## src/rtl/deb_pkg.sv

```systemverilog
package deb_pkg;

    // How a divider write combines with the value already held.
    typedef enum logic {
        WR_LOAD = 1'b0,  // replace the held value
        WR_MAX  = 1'b1   // keep whichever is larger
    } wr_mode_e;

endpackage

```

## src/rtl/deb_tick_gen.sv

```systemverilog
module deb_tick_gen
    import deb_pkg::*;
#(
    parameter int DIV_W = 24
) (
    input  logic             clk,
    input  logic             rst_n,
    input  logic             wr_stb,
    input  wr_mode_e         wr_mode,
    input  logic [DIV_W-1:0] wr_val,
    output logic             tick
);
    // The count runs 0 .. 2N+1, which gives a period of 2(N+1) edges.
    localparam int CNT_W = DIV_W + 1;

    typedef struct packed {
        logic [DIV_W-1:0] div;
        logic [CNT_W-1:0] cnt;
    } gen_state_t;

    gen_state_t st_d, st_q;
    logic [CNT_W-1:0] limit;

    always_comb begin
        st_d  = st_q;
        limit = {st_q.div, 1'b1};
        tick  = (st_q.cnt == limit);

        if (tick) begin
            st_d.cnt = '0;
        end else begin
            st_d.cnt = st_q.cnt + 1'b1;
        end

        // A write always restarts the count; the tick already due this
        // cycle is still delivered.
        if (wr_stb) begin
            st_d.cnt = '0;
            if (wr_mode == WR_LOAD || wr_val > st_q.div) begin
                st_d.div = wr_val;
            end
        end
    end

    always_ff @(posedge clk or negedge rst_n) begin
        if (!rst_n) begin
            st_q <= '0;
        end else begin
            st_q <= st_d;
        end
    end

endmodule

```

## src/rtl/deb_pin_filter.sv

```systemverilog
module deb_pin_filter (
    input  logic clk,
    input  logic rst_n,
    input  logic raw,
    input  logic sample_en,
    input  logic filt_on,
    output logic settled,
    output logic level
);
    typedef struct packed {
        logic smp;  // level seen at the last sampling point
        logic flt;  // accepted level
    } pin_state_t;

    pin_state_t st_d, st_q;

    always_comb begin
        st_d = st_q;
        if (sample_en) begin
            st_d.smp = raw;
            if (raw == st_q.smp) begin
                st_d.flt = raw;
            end
        end
    end

    always_ff @(posedge clk or negedge rst_n) begin
        if (!rst_n) begin
            st_q <= '0;
        end else begin
            st_q <= st_d;
        end
    end

    assign settled = st_q.flt;
    assign level   = filt_on ? st_q.flt : raw;

endmodule

```

## src/rtl/pin_deglitch_bank.sv

```systemverilog
module pin_deglitch_bank
    import deb_pkg::*;
#(
    parameter int NUM_PINS = 32,
    parameter int DIV_W    = 24
) (
    input  logic                clk,
    input  logic                rst_n,
    input  logic [NUM_PINS-1:0] pin_raw,
    input  logic [NUM_PINS-1:0] filt_en,
    input  logic [NUM_PINS-1:0] slow_sel,
    input  logic [DIV_W-1:0]    div_val,
    input  logic                div_wr,
    input  logic                div_keep_max,
    output logic [NUM_PINS-1:0] pin_out
);
    logic                slow_tick;
    logic [NUM_PINS-1:0] flt_vec;
    wr_mode_e            wr_mode;

    assign wr_mode = div_keep_max ? WR_MAX : WR_LOAD;

    deb_tick_gen #(
        .DIV_W (DIV_W)
    ) u_tick (
        .clk     (clk),
        .rst_n   (rst_n),
        .wr_stb  (div_wr),
        .wr_mode (wr_mode),
        .wr_val  (div_val),
        .tick    (slow_tick)
    );

    for (genvar i = 0; i < NUM_PINS; i++) begin : g_pin
        logic samp;
        assign samp = slow_sel[i] ? slow_tick : 1'b1;

        deb_pin_filter u_filt (
            .clk       (clk),
            .rst_n     (rst_n),
            .raw       (pin_raw[i]),
            .sample_en (samp),
            .filt_on   (filt_en[i]),
            .settled   (flt_vec[i]),
            .level     (pin_out[i])
        );
    end

endmodule

```

## config.mk

```make
export PLATFORM = sky130hd
export DESIGN_NAME = pin_deglitch_bank
export DESIGN_NICKNAME = d
export VERILOG_FILES = /design/src/rtl/deb_pkg.sv /design/src/rtl/deb_tick_gen.sv /design/src/rtl/deb_pin_filter.sv /design/src/rtl/pin_deglitch_bank.sv
export SDC_FILE = /design/constraint.sdc
export NUM_CORES = 1
export LEC_CHECK = 0
export BUFFER_PORTS_ARGS = -buffer_cell sky130_fd_sc_hd__buf_4
export CORE_MARGIN = 2
export CORE_UTILIZATION = 35
export DETAILED_ROUTE_END_ITERATION = 7
export GPL_ROUTABILITY_DRIVEN = 0
export PLACE_DENSITY_LB_ADDON = 0.25
export SYNTH_ARGS = -nofsm -noshare
export SYNTH_HDL_FRONTEND = slang
export SYNTH_SLANG_ARGS = --single-unit
```

## constraint.sdc

```tcl
create_clock -name clk -period 2 [get_ports clk]
set_input_delay 0.5 -clock clk [delete_from_list [all_inputs] [get_ports clk]]
set_output_delay 0.5 -clock clk [all_outputs]
set_load 0.01 [all_outputs]
```

==> flow_metrics.env <==
export IMPL_status="complete, but fails checks"
export IMPL_violations="setup timing"
export IMPL_crit_required_ns=2.29
export IMPL_ys_top_cells_by_area="dfrtp_1 40%, nand3_1 6.1%, nand2_1 5.9%, inv_1 4.8%, o21ai_0 4.8%"
export IMPL_synthSimpleGateAreaFrac_pct=19.9
export IMPL_cp_end_kind="flip-flop"
export IMPL_cts_root_buf="clkbuf_16"
export IMPL_cts_max_level=4
export IMPL_drtAntennaViolNets=0
export IMPL_crit_type="reg2reg"
export IMPL_wl_um=20900
export IMPL_die_width_um=147
export IMPL_fin_skew_ns=0.00906
export IMPL_rsz0062_at_grt="yes"
export IMPL_synth_edf_count=0
export IMPL_muxShareOfSynthArea_pct=0
export IMPL_cts_sinks=113
export IMPL_synthCells=840
export IMPL_crit_chain="buf_6, xnor2_2, nand4_1, or4_4, or2_4, buf_12, nand3_2, nand2_1"
export IMPL_synth_flop_cell="dfrtp_1"
export IMPL_cts_tree="built"
export IMPL_worstPathArrival_ns=2.44
export IMPL_sequentialPowerShare_pct=32.8
export IMPL_synth_xor_area_share_pct=5.79
export IMPL_grt_usage_pct=18.4
export IMPL_vias_per_cell=5.11
export IMPL_area_growth_pct=46.7
export IMPL_clock_latency_ns=0.41
export IMPL_r2r_start="u_tick.limit[22]$_DFFE_PN0P_"
export IMPL_synth_top_family_by_area="simple AND/OR/NAND/NOR gates"
export IMPL_syn_avg_cell_area_um2=8.47
export IMPL_p_int_uw=6380
export IMPL_num_antenna_cells=0
export IMPL_ir_drop_uv=961
export IMPL_worst_slew_pin_slew_ns=0.493
export IMPL_coreArea_um2=20100
export IMPL_grt_start_max_net_pins=35
export IMPL_finalSetupTns_ns=-10.13
export IMPL_drc=0
export IMPL_post_drt_wl_per_cell_um=15.8
export IMPL_async_flop_share_pct=100
export IMPL_p_per_area_nw_per_um2=912
export IMPL_synth_fa_ha_area_share_pct=4.40
export IMPL_leakagePower_uw=0.00486
export IMPL_ys_ff_latch=113
export IMPL_final_core_util_pct=51.9
export IMPL_yosysMostFrequentCell="dfrtp_1"
export IMPL_overflow=0
export IMPL_rows=52
export IMPL_finalHoldViolations=0
export IMPL_drv_slew=0
export IMPL_fmax_mhz=465
export IMPL_synth_compound_area_share_pct=19.3
export IMPL_crit_start="u_tick.limit[22]$_DFFE_PN0P_"
export IMPL_grt_pass1_wl_um=32200
export IMPL_drt_iter0_markers=554
export IMPL_swShare_pct=33.0
export IMPL_die_y_um=147
export IMPL_clk_pin_slew_ns=0.06
export IMPL_synth_largest_area_cell="dfrtp_1"
export IMPL_maxSlewHeadroom_pct=67.1
export IMPL_syn_num_nets=989
export IMPL_antenna_found_initial=0
export IMPL_min_period_over_period_pct=108
export IMPL_ios=156
export IMPL_hold_buffers=0
export IMPL_reg2reg_depth=8
export IMPL_syn_cell_area_um2=7110
export IMPL_fin_crit_ns=2.15
export IMPL_synthTopCellsByCount="113 x dfrtp_1, 112 x nand2_1, 91 x inv_1"
export IMPL_switching_power_uw=3140
export IMPL_slowest_stage="or4_4"
export IMPL_firstDrtPassIters=5
export IMPL_ys_seq_area_share_pct=39.8
export IMPL_maxCapViolCount=0
export IMPL_start_kind="flip-flop"
export IMPL_clkPwrFrac_pct=30.7
export IMPL_cts_buffers=17
export IMPL_max_stage_delay_ns=0.61
export IMPL_layout_nets=1190
export IMPL_synth_top_cell_area_share_pct=39.8
export IMPL_die_area_um2=21500
export IMPL_max_clock_path_buffers=2
export IMPL_hpwl_um=14200
export IMPL_vias=6768
export IMPL_fillCellCount=1836
export IMPL_initial_core_util_pct=35.4
export IMPL_yosysWarnings=0
export IMPL_grt_pass1_vias=6426
export IMPL_p_comb_share_pct=36.6
export IMPL_ys_types=36
export IMPL_cp_max_fo=6
export IMPL_hold_path_class="in2async"
export IMPL_setup_viol=113
export IMPL_setup_ws_ns=-0.150
export IMPL_port_buffers=155
export IMPL_drive_above_1_share_pct=40.4
-- logic make-up (layout without fill, tap and decap cells) --
family / after synthesis / count (layout)
buffers and inverters: 161 / 373
AND/OR/NAND/NOR: 297 / 299
XOR/XNOR: 47 / 47
flip-flops: 113 / 113
AO/OA/AOI/OAI: 197 / 197
adder cells (fa/ha/maj): 25 / 25
-- placed cells by master, fill, tap and decap left out, drive strengths merged, types with 2 or more instances in the layout --
cell type	instances
a21oi	43
and4	3
dfrtp	113
buf	244
xnor2	25
nand4	13
nor2	34
bufinv	2
nor3	4
and2	25
clkinv	8
a222oi	23
nor4	3
nand3	92
ha	25
or2	2
clkbuf	25
nand2	114
inv	92
xor2	22
and3	7
o21ai	68
a2bb2oi	32
clkinvlp	2
o2111ai	25
-- critical path, delay by kind of cell (launching register included) --
| family | cells | cell delay [ns] |
|---|---|---|
| xor+xnor | 1 | 0.15 |
| buf+inv | 2 | 0.30 |
| flops | 1 | 0.40 |
| simple gates | 5 | 1.18 |
-- flip-flops by register name (all words and copies together), names as in the netlist --
| signal | flops |
|---|---|
| u_tick.st_q | 25 |
| g_pin.u_filt.st_q | 32 |
| u_tick.limit | 24 |
| g_pin.u_filt.settled | 32 |
-- layout make-up --
| class | count | area (um^2) | area share (%) |
|---|---|---|---|
| Sequential cell | 113 | 2840 | 27.2 |
| Tap cell | 270 | 338 | 3.24 |
| Clock buffer | 20 | 457 | 4.38 |
| Timing Repair Buffer | 249 | 2120 | 20.4 |
| Clock inverter | 12 | 115 | 1.10 |
| Multi-Input combinational cell | 568 | 4220 | 40.4 |
| Inverter | 92 | 345 | 3.31 |
-- power by group through the flow --
stage                     Clock, uW  Sequential, uW  Combinational, uW
after CTS                      2970            3100               3270
after floorplan                   0            2990               2050
final                          2920            3120               3480
after global routing           3080            3170               3870
after detailed placement          0            3120               3180
after global placement            0            3110               3160
-- per-layer routing --
metal	GRT usage [%]	part of all wire, %	wire length [um]
met5	0	0	0
met4	4.27	0.93	194
met3	3.50	5.2	1080
met2	29.2	48	9960
met1	26.1	46	9670
-- metrics by stage --
step	hold WS [ns]	instances	area [um^2]	power (uW)	setup WS, ns
finish	0.0603	1324	10400	9520	-0.150
global route	0.0834	1324	10400	10100	-0.221
CTS	0.0630	1312	9860	9350	-0.0971
detailed placement	0.493	1277	9110	6310	-0.290
global placement	0.489	1277	9110	6270	-0.256
floorplan	0.204	840	7360	5040	0.00679
-- path summary, 6_finish.rpt --
| path | endpoint | slack, ns |
|---|---|---|
| hold reg to reg | g_pin[21].u_filt.st_q[1]$_DFFE_PN0P_ | 0.50 |
| max in group asynchronous | u_tick.limit[24]$_DFFE_PN0P_ | 1.37 |
| setup / recovery | g_pin[10].u_filt.st_q[1]$_DFFE_PN0P_ | -0.15 |
| min in group clk | g_pin[27].u_filt.st_q[1]$_DFFE_PN0P_ | 0.33 |
| setup reg to reg | g_pin[10].u_filt.st_q[1]$_DFFE_PN0P_ | -0.15 |
| hold / removal | g_pin[12].u_filt.settled$_DFFE_PN0P_ | 0.06 |
-- repair_timing --
item	4_1_cts	5_1_grt
pin swaps	11	76
setup buffers	2	4
gates cloned	1	8
setup endpoints to repair	113	113
resized for setup	69	81
(Power assumes the default switching activity.)
